$ cat src/rtl/dcy_pkg.sv
package dcy_pkg;
  typedef enum logic [1:0] {
    K_HIT  = 2'd0,
    K_INV  = 2'd1,
    K_DEC  = 2'd2,
    K_BASE = 2'd3
  } kind_e;
endpackage

$ cat src/rtl/dcy_lfsr.sv
module dcy_lfsr #(
  parameter logic [15:0] SEED  = 16'hACE1,
  parameter int          OUT_W = 2
) (
  input  logic             clk,
  input  logic             rst,
  output logic [OUT_W-1:0] rnd
);
  logic [15:0] q;

  always_ff @(posedge clk) begin
    if (rst) q <= SEED;
    else     q <= {q[14:0], q[15] ^ q[13] ^ q[12] ^ q[10]};
  end

  assign rnd = q[OUT_W-1:0];


  lfsr_alive_chk: assert property (@(posedge clk) disable iff (rst) q != 16'd0);
endmodule

$ cat src/rtl/dcy_lru.sv
module dcy_lru #(
  parameter int NSETS = 16,
  parameter int NWAYS = 4
) (
  input  logic                     clk,
  input  logic                     rst,
  input  logic [$clog2(NSETS)-1:0] rd_set,
  input  logic                     upd_en,
  input  logic [$clog2(NSETS)-1:0] upd_set,
  input  logic [$clog2(NWAYS)-1:0] upd_way,
  output logic [$clog2(NWAYS)-1:0] lru_way
);
  localparam int SET_W = $clog2(NSETS);
  localparam int WAY_W = $clog2(NWAYS);

  logic [WAY_W-1:0] rank_q [NSETS][NWAYS];
  logic [NWAYS-1:0] oldest_vec;

  always_comb begin
    lru_way = '0;
    for (int w = 0; w < NWAYS; w++) begin
      oldest_vec[w] = (rank_q[rd_set][w] == WAY_W'(NWAYS - 1));
      if (oldest_vec[w]) lru_way = WAY_W'(w);
    end
  end

  always_ff @(posedge clk) begin
    if (rst) begin
      for (int s = 0; s < NSETS; s++)
        for (int w = 0; w < NWAYS; w++)
          rank_q[s][w] <= WAY_W'(w);
    end else if (upd_en) begin
      for (int w = 0; w < NWAYS; w++) begin
        if (WAY_W'(w) == upd_way)
          rank_q[upd_set][w] <= '0;
        else if (rank_q[upd_set][w] < rank_q[upd_set][upd_way])
          rank_q[upd_set][w] <= rank_q[upd_set][w] + 1'b1;
      end
    end
  end

  logic             last_en;
  logic [SET_W-1:0] last_set;
  logic [WAY_W-1:0] last_way;
  always_ff @(posedge clk) begin
    if (rst) begin
      last_en  <= 1'b0;
      last_set <= '0;
      last_way <= '0;
    end else begin
      last_en  <= upd_en;
      last_set <= upd_set;
      last_way <= upd_way;
    end
  end


  touched_newest_chk: assert property (@(posedge clk) disable iff (rst)
    last_en |-> rank_q[last_set][last_way] == '0);

  single_oldest_chk: assert property (@(posedge clk) disable iff (rst)
    $countones(oldest_vec) == 1);
endmodule

$ cat src/rtl/dcy_victim_sel.sv
module dcy_victim_sel
  import dcy_pkg::*;
#(
  parameter int NWAYS = 4
) (
  input  logic [NWAYS-1:0]         valid_vec,
  input  logic [NWAYS-1:0]         dec_vec,
  input  logic [$clog2(NWAYS)-1:0] base_way,
  output logic [$clog2(NWAYS)-1:0] vict_way,
  output kind_e                    vict_kind
);
  localparam int WAY_W = $clog2(NWAYS);

  logic [WAY_W-1:0] inv_way, dec_way;
  logic             any_inv, any_dec;

  always_comb begin
    inv_way = '0;
    dec_way = '0;
    any_inv = 1'b0;
    any_dec = 1'b0;
    for (int w = NWAYS - 1; w >= 0; w--) begin
      if (!valid_vec[w]) begin
        inv_way = WAY_W'(w);
        any_inv = 1'b1;
      end
      if (dec_vec[w]) begin
        dec_way = WAY_W'(w);
        any_dec = 1'b1;
      end
    end
    if (any_inv) begin
      vict_way  = inv_way;
      vict_kind = K_INV;
    end else if (any_dec) begin
      vict_way  = dec_way;
      vict_kind = K_DEC;
    end else begin
      vict_way  = base_way;
      vict_kind = K_BASE;
    end
  end
endmodule

$ cat src/rtl/dcy_cache_ctrl.sv
module dcy_cache_ctrl
  import dcy_pkg::*;
#(
  parameter int          NSETS     = 16,
  parameter int          NWAYS     = 4,
  parameter int          NTHREADS  = 4,
  parameter int          TAG_W     = 8,
  parameter int          CNT_W     = 4,
  parameter logic [15:0] LFSR_SEED = 16'hACE1
) (
  input  logic                              clk,
  input  logic                              rst,
  input  logic                              policy_rand,
  input  logic                              req_valid,
  input  logic [TAG_W+$clog2(NSETS)-1:0]    req_addr,
  input  logic [$clog2(NTHREADS)-1:0]       req_tid,
  input  logic                              cfg_we,
  input  logic [$clog2(NTHREADS)-1:0]       cfg_tid,
  input  logic [CNT_W-1:0]                  cfg_interval,
  output logic                              resp_valid,
  output logic                              resp_hit,
  output logic [$clog2(NWAYS)-1:0]          resp_way,
  output logic [1:0]                        resp_kind,
  output logic                              resp_hit_decayed
);
  localparam int SET_W  = $clog2(NSETS);
  localparam int WAY_W  = $clog2(NWAYS);
  localparam int TID_W  = $clog2(NTHREADS);
  localparam int ADDR_W = TAG_W + SET_W;
  localparam logic [CNT_W-1:0] CNT_MAX = {CNT_W{1'b1}};

  logic [SET_W-1:0] set_idx;
  logic [TAG_W-1:0] req_tag;
  assign set_idx = req_addr[SET_W-1:0];
  assign req_tag = req_addr[ADDR_W-1:SET_W];

  logic             valid_q [NSETS][NWAYS];
  logic [TID_W-1:0] own_q   [NSETS][NWAYS];
  logic [CNT_W-1:0] cnt_q   [NSETS][NWAYS];
  logic [TAG_W-1:0] tag_q   [NSETS][NWAYS];
  logic [CNT_W-1:0] intv_q  [NTHREADS];

  logic [NWAYS-1:0] val_vec, hit_vec, dec_vec;

  for (genvar g = 0; g < NWAYS; g++) begin : g_way
    logic [CNT_W-1:0] iv;
    always_comb begin
      iv         = intv_q[own_q[set_idx][g]];
      val_vec[g] = valid_q[set_idx][g];
      hit_vec[g] = val_vec[g] && (tag_q[set_idx][g] == req_tag);
      dec_vec[g] = val_vec[g] && (iv != '0) && (cnt_q[set_idx][g] >= iv);
    end
  end

  logic             any_hit;
  logic [WAY_W-1:0] hit_way;
  always_comb begin
    any_hit = 1'b0;
    hit_way = '0;
    for (int w = NWAYS - 1; w >= 0; w--) begin
      if (hit_vec[w]) begin
        any_hit = 1'b1;
        hit_way = WAY_W'(w);
      end
    end
  end

  logic [WAY_W-1:0] lru_way, rnd_way, base_way, vict_way, upd_way;
  kind_e            vict_kind;

  dcy_lru #(.NSETS(NSETS), .NWAYS(NWAYS)) u_lru (
    .clk(clk), .rst(rst), .rd_set(set_idx), .upd_en(req_valid),
    .upd_set(set_idx), .upd_way(upd_way), .lru_way(lru_way)
  );

  dcy_lfsr #(.SEED(LFSR_SEED), .OUT_W(WAY_W)) u_lfsr (
    .clk(clk), .rst(rst), .rnd(rnd_way)
  );

  assign base_way = policy_rand ? rnd_way : lru_way;

  dcy_victim_sel #(.NWAYS(NWAYS)) u_vsel (
    .valid_vec(val_vec), .dec_vec(dec_vec), .base_way(base_way),
    .vict_way(vict_way), .vict_kind(vict_kind)
  );

  assign upd_way = any_hit ? hit_way : vict_way;

  // line state: validity, owner, age
  always_ff @(posedge clk) begin
    if (rst) begin
      for (int s = 0; s < NSETS; s++)
        for (int w = 0; w < NWAYS; w++) begin
          valid_q[s][w] <= 1'b0;
          own_q[s][w]   <= '0;
          cnt_q[s][w]   <= '0;
        end
    end else if (req_valid) begin
      if (any_hit) begin
        cnt_q[set_idx][hit_way] <= '0;
      end else begin
        for (int s = 0; s < NSETS; s++)
          for (int w = 0; w < NWAYS; w++) begin
            if (SET_W'(s) == set_idx && WAY_W'(w) == vict_way) begin
              cnt_q[s][w]   <= '0;
              valid_q[s][w] <= 1'b1;
              own_q[s][w]   <= req_tid;
            end else if (cnt_q[s][w] != CNT_MAX) begin
              cnt_q[s][w] <= cnt_q[s][w] + 1'b1;
            end
          end
      end
    end
  end

  // tag store, no reset
  always_ff @(posedge clk) begin
    if (req_valid && !any_hit) tag_q[set_idx][vict_way] <= req_tag;
  end

  always_ff @(posedge clk) begin
    if (rst) begin
      for (int t = 0; t < NTHREADS; t++) intv_q[t] <= '0;
    end else if (cfg_we) begin
      intv_q[cfg_tid] <= cfg_interval;
    end
  end

  logic [SET_W-1:0] rset_q;
  always_ff @(posedge clk) begin
    if (rst) begin
      resp_valid       <= 1'b0;
      resp_hit         <= 1'b0;
      resp_way         <= '0;
      resp_kind        <= K_HIT;
      resp_hit_decayed <= 1'b0;
      rset_q           <= '0;
    end else begin
      resp_valid <= req_valid;
      if (req_valid) begin
        resp_hit         <= any_hit;
        resp_way         <= upd_way;
        resp_kind        <= any_hit ? K_HIT : vict_kind;
        resp_hit_decayed <= any_hit && dec_vec[hit_way];
        rset_q           <= set_idx;
      end
    end
  end


  resp_follows_req_chk: assert property (@(posedge clk) disable iff (rst)
    req_valid |=> resp_valid);

  no_spurious_resp_chk: assert property (@(posedge clk) disable iff (rst)
    !req_valid |=> !resp_valid);

  decayed_hit_is_hit_chk: assert property (@(posedge clk) disable iff (rst)
    resp_hit_decayed |-> resp_hit);

  fill_clears_age_chk: assert property (@(posedge clk) disable iff (rst)
    (resp_valid && !resp_hit) |-> (cnt_q[rset_q][resp_way] == '0 && valid_q[rset_q][resp_way]));

  inv_fill_target_chk: assert property (@(posedge clk) disable iff (rst)
    (req_valid && !any_hit && vict_kind == K_INV) |-> !val_vec[vict_way]);

  dec_pick_chk: assert property (@(posedge clk) disable iff (rst)
    (req_valid && !any_hit && vict_kind == K_DEC) |-> (dec_vec[vict_way] && (&val_vec)));
endmodule

$ cat config.mk
export PLATFORM = sky130hd
export DESIGN_NAME = dcy_cache_ctrl
export DESIGN_NICKNAME = d
export VERILOG_FILES = /design/src/rtl/dcy_pkg.sv /design/src/rtl/dcy_lfsr.sv /design/src/rtl/dcy_lru.sv /design/src/rtl/dcy_victim_sel.sv /design/src/rtl/dcy_cache_ctrl.sv
export SDC_FILE = /design/constraint.sdc
export NUM_CORES = 2
export LEC_CHECK = 0
export BUFFER_PORTS_ARGS = -buffer_cell sky130_fd_sc_hd__buf_2
export CAP_MARGIN = 20
export CELL_PAD_IN_SITES_DETAIL_PLACEMENT = 1
export CELL_PAD_IN_SITES_GLOBAL_PLACEMENT = 1
export CORE_MARGIN = 10
export CORE_UTILIZATION = 58
export CTS_BUF_LIST = sky130_fd_sc_hd__clkbuf_8 sky130_fd_sc_hd__clkbuf_16
export CTS_CLUSTER_DIAMETER = 50
export DETAILED_ROUTE_END_ITERATION = 10
export HOLD_SLACK_MARGIN = 0.05
export PLACE_DENSITY_LB_ADDON = 0.1
export REMOVE_ABC_BUFFERS = 1
export SYNTH_ARGS = -nofsm -noshare
export SYNTH_HDL_FRONTEND = slang
export SYNTH_SLANG_ARGS = --single-unit
export TNS_END_PERCENT = 30
$ cat constraint.sdc
create_clock -name clk -period 15.7 [get_ports clk]
set_input_delay 1.57 -clock clk [delete_from_list [all_inputs] [get_ports clk]]
set_output_delay 1.57 -clock clk [all_outputs]
set_load 0.02 [all_outputs]
==> results.md <==
- Actual slew at the worst max-slew pin: approximately 1.2 ns
- Netlist cell types: 82
- DRT Pass-1 Iters: 5
- Nets: between 3,000 and 4,000
- Final Skew: 0.03933 ns
- Final wirelength: around 170 mm
- Main synth FF type: edfxtp_1
- Post-CTS setup buffer count: 0
- Commonest non-fill, non-tap cell in the layout: edfxtp_1
- Main combinational cell family by area after synthesis: multiplexers
- Setup ws final: 6.396 ns
- Total track usage: 32.52%
- Setup WS pre-CTS: about 5.6 ns
- Clock-pin slew on the worst setup and hold paths: roughly 0.06 ns
- Top-area cell type share of the netlist area: 53.74%
- Hpwl dp: approximately 110 mm
- Final count of pins violating max slew: 0
- Unrepaired setup endpoints after global routing: no
- CP peak stage delay: slightly above 0.9 ns
- Initial DRC Count: approximately 4,400
- # IOs: 32
- Period utilisation layout: roughly 60%
- Status: complete, no violations
- Synth Area in Compound Gates: 7.310%
- Largest net degree at the start of global routing: about 120
- Post-synthesis mux area share: 15.85%
- Crit-path cells: buf_6, buf_4, mux4_2, mux2i_1, mux2i_1, mux2_2, nor2_1, a21oi_1, ha_1, nand2b_1, a21o_1, a21o_1, a21o_1, nor4b_2, o31ai_1, nand2_1, nor2_1, buf_4, nand2b_1, buf_4, o21ai_0, nor2_1, o21ai_0, a21oi_1
- DIE AREA: approximately 100,000 um2
- Core area: 90,150 um2
- Initial Util: 58.52%
- Worst skew pair latency: 0.78 ns
- I/O Buffers: 31
- Final setup violation count: 0
- Max Cap Violations: 0
- Share of layout cells above drive strength 1: around 20%
- Crit path max-delay family: compound AO/OA/AOI/OAI gates
- Antenna viol nets, final: 0
- Number of H-tree levels: 4
- Area Overhead vs Synth: 11.61%
- Num CTS Buffers: ~140
- Power density over the cells: roughly 130 nW/um2
- Num Clock Sinks: around 1,100
- Biggest area consumer among synthesized cells: edfxtp_1
- Post-synth ARST share: 0%
- Vias in the first global route: 37,580
- Row Count: 110
- Longest Clk Path Bufs: 3
- TNS Setup: 0 ns
- Post-CTS Hold Buffers: 0
- HP Class: register to register
- Syn Area/Cell: ~14 um2
- Sequential-to-total area share from yosys stat: approximately 60%
- CP Capture Type: register
- TritonCTS clock tree: built
- Highest Clock Rate: between 0.1 and 0.15 GHz
- Relative slew slack: between 10% and 20%
- Worst Path Buf+Inv: 4
- Max Fanout on Critical Path: 65
- Worst setup SP type: input pin
- Root Buffer: clkbuf_16
- First-pass GRT wire length: around 250 mm
- Number of synthesized flops with an enable pin: 944
- Initial antenna violation count: 7
- Post-CTS sizing: 0
- Post-synthesis xor/xnor area fraction: approximately 1.9%
- Class of the most critical setup path: input pin to register
- Seq cells post-synth: between 1,000 and 1,500
- Synth Cell Area: around 53,000 um2
- Via count: between 30,000 and 40,000
- Hold Fails Final Rpt: 0
- Post-Syn Instances: 3,766
- Die span in x: 321.6 um
- Lkg Pwr: approximately 21 nW
- Design Power: approximately 7.4 mW
- Layout Cell Area excl Fill: 58,880 um2
- Worst path required time: 16.33 ns
- Post-DR wirelength/cell: 32.87 um
- # DRC: 0
- Worst Path Arrival: 9.93 ns
- Peak supply drop: 0.1162 mV
- Vias/cell: between 6 and 7
- Post-Synth Simple-Gate Area: a little under 10%
- Warnings from Yosys: 0
- Largest cells by area after synthesis: edfxtp_1 54%, mux4_2 14%, dfxtp_1 6.9%, nor2_1 3.5%, ha_1 2.1%
- Fin crit period: 9.304 ns
- Post-Synth Adder-Cell Area: between 2 and 2.5%
- Gr ovfl total: 0
- Die Y: between 300 and 400 um
- Most frequent cells in the layout: 944 x edfxtp_1, 481 x nor2_1, 318 x mux4_2
- Slowest CP cell: o21ai_0
- Cell Area, Placed: 54,180 um2
- Gpl congestion: between 0.9 and 1
[state kept, by name, indices dropped and copies added, names as in the netlist]
register	cells
intv_q	16
tag_q	512
resp_hit	1
valid_q	64
resp_hit_decayed	1
resp_kind	2
own_q	128
resp_valid	1
resp_way	2
u_lfsr.q	16
u_lru.rank_q	128
cnt_q	256
[layout make-up]
type                       count  area [um2]
clock inverter                96       800.8
fill                        8150       31270
inverter                      79       297.8
multi-input combinational   2332       19510
antenna                        2       5.005
sequential                  1127       32010
timing repair buffer         126       944.7
tap                         1176        1471
clock buffer                 156        3836
[metrics by stage]
stage	util, %	cells	hold slack, ns
floorplan	-	3538	0.3895
global placement	60.07	4832	0.3976
detailed placement	60.10	4836	0.4037
CTS	65.25	5088	0.4245
global route	65.30	5092	0.4265
finish	65.31	5094	0.4225
[layer usage]
layer / GRT usage [%] / share of wire, % / up-vias
met2: 52.33 / 48 / 2002
li1: - / - / 14620
met5: 0 / 0.035 / -
met4: 15.60 / 5.1 / 8
met1: 41.67 / 37 / 18460
met3: 7.334 / 9.4 / 498
[worst paths after layout]
path | startpoint | endpoint | slack, ns | depth (start not counted)
max | req_addr[3] | cnt_q[3][6] | 6.40 | 24
min | u_lfsr.q[6] | u_lfsr.q[7] | 0.42 | 1
max reg2reg | own_q[15][4] | cnt_q[3][6] | 8.21 | 22
min reg2reg | u_lfsr.q[6] | u_lfsr.q[7] | 0.42 | 1
[power by group]
group / switching, mW / total (mW) / internal, mW / leakage [nW]
registers: 0.0902 / 3.44 / 3.35 / 10.4
clock network: 1.29 / 3.22 / 1.92 / 2.37
logic: 0.477 / 0.756 / 0.279 / 7.91
total: 1.86 / 7.41 / 5.55 / 20.7
[cell families after synthesis]
family          count (synthesis)
fa+ha+maj                      87
xor+xnor                      116
simple gates                 1115
compound gates                578
flops                        1127
mux                           436
buf+inv                       307
[synthesized netlist by cell type, drive strengths merged (11+ instances only)]
cell    number
and3        17
xor2        41
nor2b       28
a22o        11
nand2b      14
nand3      144
o21a        17
a21o        78
buf         96
edfxtp     944
inv         78
o31ai       12
mux2        16
dfxtp      183
nand2      194
nor4        18
a31oi       29
xnor2       75
mux2i      102
or2         23
nor3        79
ha          87
a21oi      115
a31o        35
a22oi       25
and2        36
mux4       318
o21ai      143
a211oi      18
nor2       499
clkbuf     132
nor3b       22
(Power assumes the default switching activity.)
